## config.mk

```make
export PLATFORM = sky130hd
export DESIGN_NAME = seq5_counter
export DESIGN_NICKNAME = d
export VERILOG_FILES = /design/src/rtl/seq5_pkg.sv /design/src/rtl/seq5_ctrl.sv /design/src/rtl/seq5_state_bin.sv /design/src/rtl/seq5_state_hot.sv /design/src/rtl/seq5_counter.sv
export SDC_FILE = /design/constraint.sdc
export NUM_CORES = 1
export LEC_CHECK = 0
export BUFFER_PORTS_ARGS = -buffer_cell sky130_fd_sc_hd__buf_2
export CAP_MARGIN = 5
export CORE_AREA = 2 2 39 41
export DETAILED_ROUTE_END_ITERATION = 8
export DIE_AREA = 0 0 41 43
export HOLD_SLACK_MARGIN = 0.03
export PLACE_DENSITY_LB_ADDON = 0.08
export SLEW_MARGIN = 0
export SYNTH_ARGS = -nofsm -noshare
export SYNTH_HDL_FRONTEND = slang
export SYNTH_SLANG_ARGS = --single-unit
```

## constraint.sdc

```tcl
create_clock -name clk -period 1.54 [get_ports clk]
set_input_delay 0.308 -clock clk [delete_from_list [all_inputs] [get_ports clk]]
set_output_delay 0.308 -clock clk [all_outputs]
set_load 0.01 [all_outputs]
```

## src/rtl/seq5_pkg.sv

```systemverilog
package seq5_pkg;

    localparam int CODE_W  = 3;
    localparam int N_CODES = 1 << CODE_W;

    typedef logic [CODE_W-1:0] code_t;

    localparam code_t CODE_HOME = code_t'(0);

    // Internal encoding choice for the state register.
    typedef enum logic {
        ENC_BIN = 1'b0,
        ENC_HOT = 1'b1
    } enc_e;

    // Decoded action for one clock edge; reset > load > step > hold.
    typedef enum logic [1:0] {
        OP_HOLD  = 2'd0,
        OP_STEP  = 2'd1,
        OP_LOAD  = 2'd2,
        OP_CLEAR = 2'd3
    } op_e;

    typedef struct packed {
        op_e   op;
        code_t val;
    } cmd_t;

    // Successor of every code, written as a table (used to build
    // the one-hot network and for checks).
    function automatic code_t succ_of(code_t s);
        code_t n;
        case (s)
            3'b000:  n = 3'b010;
            3'b010:  n = 3'b011;
            3'b011:  n = 3'b101;
            3'b101:  n = 3'b110;
            3'b110:  n = 3'b000;
            3'b001:  n = 3'b110;
            3'b100:  n = 3'b010;
            default: n = 3'b100;
        endcase
        return n;
    endfunction

    function automatic logic on_loop(code_t s);
        return (s == 3'b000) || (s == 3'b010) || (s == 3'b011) ||
               (s == 3'b101) || (s == 3'b110);
    endfunction

endpackage

```

## src/rtl/seq5_ctrl.sv

```systemverilog
module seq5_ctrl
    import seq5_pkg::*;
(
    input  logic  rst,
    input  logic  cnt_en,
    input  logic  ld_en,
    input  code_t ld_val,
    output cmd_t  cmd
);

    always_comb begin
        cmd.val = ld_val;
        if (rst)
            cmd.op = OP_CLEAR;
        else if (ld_en)
            cmd.op = OP_LOAD;
        else if (cnt_en)
            cmd.op = OP_STEP;
        else
            cmd.op = OP_HOLD;
    end

endmodule

```

## src/rtl/seq5_state_bin.sv

```systemverilog
module seq5_state_bin
    import seq5_pkg::*;
(
    input  logic  clk,
    input  cmd_t  cmd,
    output code_t state
);

    code_t st_q;
    code_t st_nx;
    logic  c_b, b_b, a_b;

    assign c_b = st_q[2];
    assign b_b = st_q[1];
    assign a_b = st_q[0];

    // Minimal equations; off-loop codes fall out of the same terms.
    always_comb begin
        st_nx[2] = a_b;
        st_nx[1] = ~b_b | (~a_b & ~c_b);
        st_nx[0] = b_b & ~c_b;
    end

    always_ff @(posedge clk) begin
        unique case (cmd.op)
            OP_CLEAR: st_q <= CODE_HOME;
            OP_LOAD:  st_q <= cmd.val;
            OP_STEP:  st_q <= st_nx;
            default:  st_q <= st_q;
        endcase
    end

    assign state = st_q;

endmodule

```

## src/rtl/seq5_state_hot.sv

```systemverilog
module seq5_state_hot
    import seq5_pkg::*;
(
    input  logic  clk,
    input  logic  rst,
    input  cmd_t  cmd,
    output code_t state
);

    logic [N_CODES-1:0] hot_q;
    logic [N_CODES-1:0] hot_nx;
    logic [N_CODES-1:0] hot_ld;

    // Each set bit forwards to the bit of its successor code.
    always_comb begin
        hot_nx = '0;
        for (int i = 0; i < N_CODES; i++) begin
            if (hot_q[i])
                hot_nx[succ_of(code_t'(i))] = 1'b1;
        end
    end

    always_comb begin
        hot_ld = '0;
        hot_ld[cmd.val] = 1'b1;
    end

    always_ff @(posedge clk) begin
        unique case (cmd.op)
            OP_CLEAR: hot_q <= N_CODES'(1) << CODE_HOME;
            OP_LOAD:  hot_q <= hot_ld;
            OP_STEP:  hot_q <= hot_nx;
            default:  hot_q <= hot_q;
        endcase
    end

    // Encode the single set bit back to a 3-bit code.
    always_comb begin
        state = '0;
        for (int i = 0; i < N_CODES; i++) begin
            if (hot_q[i])
                state = state | code_t'(i);
        end
    end

    // exactly one flop set once reset has been seen
    a_r8_single_hot: assert property (@(posedge clk) disable iff (rst)
        $past(rst) || $past(cmd.op) != OP_CLEAR |-> $countones(hot_q) == 1);

endmodule

```

## src/rtl/seq5_counter.sv

```systemverilog
module seq5_counter
    import seq5_pkg::*;
#(
    parameter enc_e ENC = ENC_BIN
) (
    input  logic                   clk,
    input  logic                   rst,
    input  logic                   cnt_en,
    input  logic                   ld_en,
    input  logic [CODE_W-1:0]      ld_val,
    output logic [CODE_W-1:0]      code
);

    cmd_t  cmd;
    code_t state;

    seq5_ctrl u_ctrl (
        .rst    (rst),
        .cnt_en (cnt_en),
        .ld_en  (ld_en),
        .ld_val (ld_val),
        .cmd    (cmd)
    );

    generate
        if (ENC == ENC_HOT) begin : g_hot
            seq5_state_hot u_state (
                .clk   (clk),
                .rst   (rst),
                .cmd   (cmd),
                .state (state)
            );
        end else begin : g_bin
            seq5_state_bin u_state (
                .clk   (clk),
                .cmd   (cmd),
                .state (state)
            );
        end
    endgenerate

    assign code = state;

    // reset lands on 000 regardless of load and count
    a_r1_reset_home: assert property (@(posedge clk)
        rst |=> code == 3'b000);

    // two sample loop arcs, including the wrap
    a_r2_arc_101: assert property (@(posedge clk) disable iff (rst)
        (!ld_en && cnt_en && code == 3'b101) |=> code == 3'b110);
    a_r2_wrap_110: assert property (@(posedge clk) disable iff (rst)
        (!ld_en && cnt_en && code == 3'b110) |=> code == 3'b000);

    // no enable, no load -> state held
    a_r3_hold: assert property (@(posedge clk) disable iff (rst)
        (!ld_en && !cnt_en) |=> $stable(code));

    // the loop is closed under counting
    a_r4_stay_on_loop: assert property (@(posedge clk) disable iff (rst)
        (!ld_en && cnt_en && on_loop(code)) |=> on_loop(code));

    // recovery arc of the deepest off-loop code
    a_r5_111_to_100: assert property (@(posedge clk) disable iff (rst)
        (!ld_en && cnt_en && code == 3'b111) |=> code == 3'b100);

    // load takes the presented value
    a_r7_load: assert property (@(posedge clk) disable iff (rst)
        ld_en |=> code == $past(ld_val));

endmodule

```

# [Yosys cells after proc, flatten, opt, wreduce, memory -nomap -nowiden]
# Cells that the tools add are included.
[word_totals] regBits=3 word_cells=15 out_inout_bits=3
[op_classes] bitwise=6 n_eq_ne=3 mux=4 reduce_logical=1
[op_table] operator="$pmux 3 s3" count=1
[op_table] operator="$eq 2x2->1 const B" count=2
[op_table] operator="$mux 2" count=2
[op_table] operator="$not 1->1" count=3
[op_table] operator="$reduce_bool 3->1" count=1
[op_table] operator="$and 1x1->1" count=2
[op_table] operator="$eq 2x1->1 const B" count=1
[op_table] operator="$mux 1" count=1
[op_table] operator="$or 1x1->1" count=1

# [Logic depth before layout (Yosys ltp)]
[depth] word_depth=5 depth_mapped=5 ltp_nobuf=5

# [Cells and area by module]
# From an unflattened synthesis, not the netlist that was laid out.
[hier_totals] hier_cells=25 area_unflattened_um2=236.5
[by_module_without_submodules] mod="seq5_state_bin" cells_per_inst=19 n_inst=1 area_per_inst_um2=196.4 seq_area_each_um2=90.1
[by_module_without_submodules] mod="seq5_ctrl" cells_per_inst=6 n_inst=1 area_per_inst_um2=40.0 seq_area_each_um2=0.0

# [Worst setup path after synthesis]
# Ideal clock, no wire load.
[synth_timing] path_kind="input port to flip-flop" from="input rst" to="register g_bin.u_state.st_q[1], in the netlist g_bin.u_state.state[1], data pin" n_path_buf=0 path_stages=5 arrival_ns=1.326 path_slack_ns=0.063 path_cell_list="or2_2 -> inv_1 -> ha_1 -> or3b_1 -> a31oi_1"
[synth_between] elab_chain_cells=3 elab_cells_between_ends=5
[synth_rtl] element="start: declaration" line="seq5_counter.sv:7" rtl="input logic rst,"
[synth_rtl] element="$mux 2 *" line="seq5_ctrl.sv:13" rtl="if (rst)"
[synth_rtl] element="$eq 2x1->1 / $eq 2x2->1 (equally long branches)" line="seq5_state_bin.sv:25" rtl="unique case (cmd.op)"
[synth_rtl] element="$pmux 3 s3 *" line="seq5_state_bin.sv:25"
[synth_rtl] element="end signal: assignment" line="seq5_state_bin.sv:27" rtl="OP_LOAD: st_q <= cmd.val;"
[synth_rtl] element="end signal: assignment" line="seq5_state_bin.sv:28" rtl="OP_STEP: st_q <= st_nx;"
[synth_rtl] element="end signal: assignment" line="seq5_state_bin.sv:29" rtl="default: st_q <= st_q;"
[synth_rtl] element="end: declaration" line="seq5_state_bin.sv:9" rtl="code_t st_q;"
# Mark *: on every way between the ends. The rest lies on a longest branch, timed or not.
# A chain may end at the register's enable or synchronous reset.

# [Worst setup path in the final report]
# Same ends and word-level chain as after synthesis.

==> flow_summary.yaml <==
place:
  post-place-ws_ns: -0.163
  gp_congestion: 0.641
  place_area_um2: 299
  io_buffers: 9
  dp_hpwl_um: 429
grt:
  grt_pass1_wl_um: 869
  antenna_found_initial: 0
  grt_pass1_vias: 234
  grtUsageTotal_pct: 7.62
  overflow: 0
  grt_max_degree: 5
sta:
  relSlewSlack_pct: 85.6
  max_freq_mhz: 688
  hold_ws_ns: 0.410
  fin_skew_ns: 0.00385
  fin_crit_sh_pct: 94.4
  hold_viol: 0
  worstMarginPinSlew_ns: 0.216
  rsz0062_at_grt: "false"
  period_needed_ns: 1.45
  finalMaxSlewViolations: 0
  worst_slack_ns: 0.0868
  setup_viol: 0
critical_path:
  crit_fanout: 4
  worst_setup_path_end_kind: "flip-flop"
  cp_num_buf_inv: 2
  crit_path_max_incr_delay_ns: 0.35
  setup.worst_path.class: "in2reg"
  r2r-start: "g_bin.u_state.state[0]"
  cp.arrival_ns: 1.52
  critical_path.top_delay_family: "simple AND/OR/NAND/NOR gates"
  startpoint: "rst"
  startpoint_type: "input port"
  cp.required_ns: 1.61
  ff2ff_setup_slack_ns: 0.41
  worst_path_max_delay_cell: "or3b_1"
  cp_cell_sequence: "buf_2 -> or2_2 -> inv_1 -> ha_1 -> or3b_1 -> a31oi_1"
floorplanning:
  die_x_um: 41
  die_area_um2: 1760
  rows: 14
  coreArea_um2: 1380
  start_util_pct: 15.3
  pin_count: 10
  fp.dieH_um: 43
synthesis:
  netlist_area_um2: 211
  synth_seq_cells: 3
  syn_area_per_cell_um2: 10.1
  yosysWarnings: 0
  ys_seq_area_share_pct: 42.6
  synth_cells: 21
  synth_nets: 31
  synth.distinct_cells: 13
detailed_routing:
  drc: 0
  final_antenna_net_count: 0
  drt-total-wl_um: 493
  vias_per_cell: 3.94
  routedWlPerCell_um: 9.30
  vias: 209
  drtPass1Iterations: 3
  drtIter0Drc: 4
cts:
  ctsHoldBuffers: 0
  numCtsBuffers: 3
  cts_buffer_depth: 2
  clkSinkCount: 3
  clk_latency_ns: 0.23
  cts_max_level: 1
  cts_tree: "built"
  postCtsSetupRepairBufs: 0
  cts_root_buffer: "clkbuf_4"
  cts_resized: 0
  clkSlewWorstSetupHoldPaths_ns: 0.04
run_status:
  outcome: "finished, final reports clean"
pwr:
  ir_worst_vdd_mv: 0.155
  power.density_nw_per_um2: 886
  p_leak_uw: 0.000166
final_layout:
  multiInputGateArea_um2: 110
  n_antenna_cell: 0
  fill_cells: 157
  seq_area_um2: 90.1
  nNetsFinal: 48
  syn2layout_area_growth_pct: 53.8
  fin_area_um2: 325
  drive_gt1_share_pct: 43.2
  largest_reg_flops: 3
job:
  max_cap_violations: 0
hold_path:
  min-delay-start: "ld_val[2]"
  hold_path.class: "in2reg"
[cell usage after synthesis]
library cell | number | area (um^2)
a21o_1 | 1 | 7.51
a21oi_1 | 2 | 10.0
a22oi_1 | 1 | 7.51
a31oi_1 | 1 | 6.26
edfxtp_1 | 3 | 90.1
ha_1 | 3 | 37.5
inv_1 | 3 | 11.3
nand2_1 | 2 | 7.51
nand3b_1 | 1 | 7.51
nor2_1 | 1 | 3.75
or2_2 | 1 | 6.26
or2b_1 | 1 | 7.51
or3b_1 | 1 | 8.76
[worst min-delay path, delay by kind of cell]
kind	cells	cell delay, ns
compound gates	1	0.05
buf+inv	1	0.08
simple gates	1	0.09
[per-layer routing]
metal  share of wire, %  global-route usage (%)  up-vias  wire length (um)
met4                  0                    8.00        0                 0
met5                  0                       0        -                 0
li1                   -                       -      107                 -
met3                4.5                    1.57        0                22
met1                 38                    6.73       96               186
met2                 58                    12.5        6               284
[kinds of logic (layout without fill, tap and decap cells)]
| logic type | count (synthesis) | after routing | synth area share [%] |
|---|---|---|---|
| DFF | 3 | 3 | 42.6 |
| adders and majority gates | 3 | 3 | 17.8 |
| buffers and inverters | 3 | 19 | 5.33 |
| and+or+nand+nor | 7 | 7 | 19.5 |
| AOI/OAI and AO/OA | 5 | 5 | 14.8 |
[final timing paths]
path,end,cells past startpoint
max,g_bin.u_state.state[1],6
min,g_bin.u_state.state[2],3
max reg2reg,g_bin.u_state.state[1],2
min reg2reg,g_bin.u_state.state[2],2
[power by group]
group	switching, uW	total (uW)	leakage [uW]	internal (uW)
Clock	38.1	135	0.0000150	96.9
Sequential	5.23	104	0.0000350	98.7
Combinational	23.2	49.3	0.000116	26.1
Total	66.5	288	0.000166	222
[metrics by stage]
step | power [uW] | util [%] | std cells | setup TNS (ns)
finish | 288 | 23.5 | 53 | 0
global route | 314 | 23.5 | 53 | 0
CTS | 298 | 23.5 | 53 | 0
detailed placement | 155 | 21.6 | 49 | -0.163
global placement | 154 | 21.6 | 49 | -0.0994
floorplan | 128 | - | 21 | 0
[cell usage in the layout, fill, tap and decap left out, drive strengths merged]
| cell | Yosys | final |
|---|---|---|
| buf | 0 | 12 |
| clkbuf | 0 | 4 |
| inv | 3 | 3 |
| ha | 3 | 3 |
| edfxtp | 3 | 3 |
| a21oi | 2 | 2 |
| nand2 | 2 | 2 |
| or2 | 1 | 1 |
| a21o | 1 | 1 |
| nand3b | 1 | 1 |
| a22oi | 1 | 1 |
| nor2 | 1 | 1 |
| or2b | 1 | 1 |
| or3b | 1 | 1 |
| a31oi | 1 | 1 |
[area by class of cell]
| type | count | area share [%] |
|---|---|---|
| Timing Repair Buffer | 12 | 20.8 |
| Multi-Input combinational cell | 15 | 33.8 |
| Tap cell | 16 | 6.15 |
| Inverter | 3 | 3.46 |
| Sequential cell | 3 | 27.7 |
| Clock buffer | 4 | 8.08 |
Power figures use the tool's default switching activity.
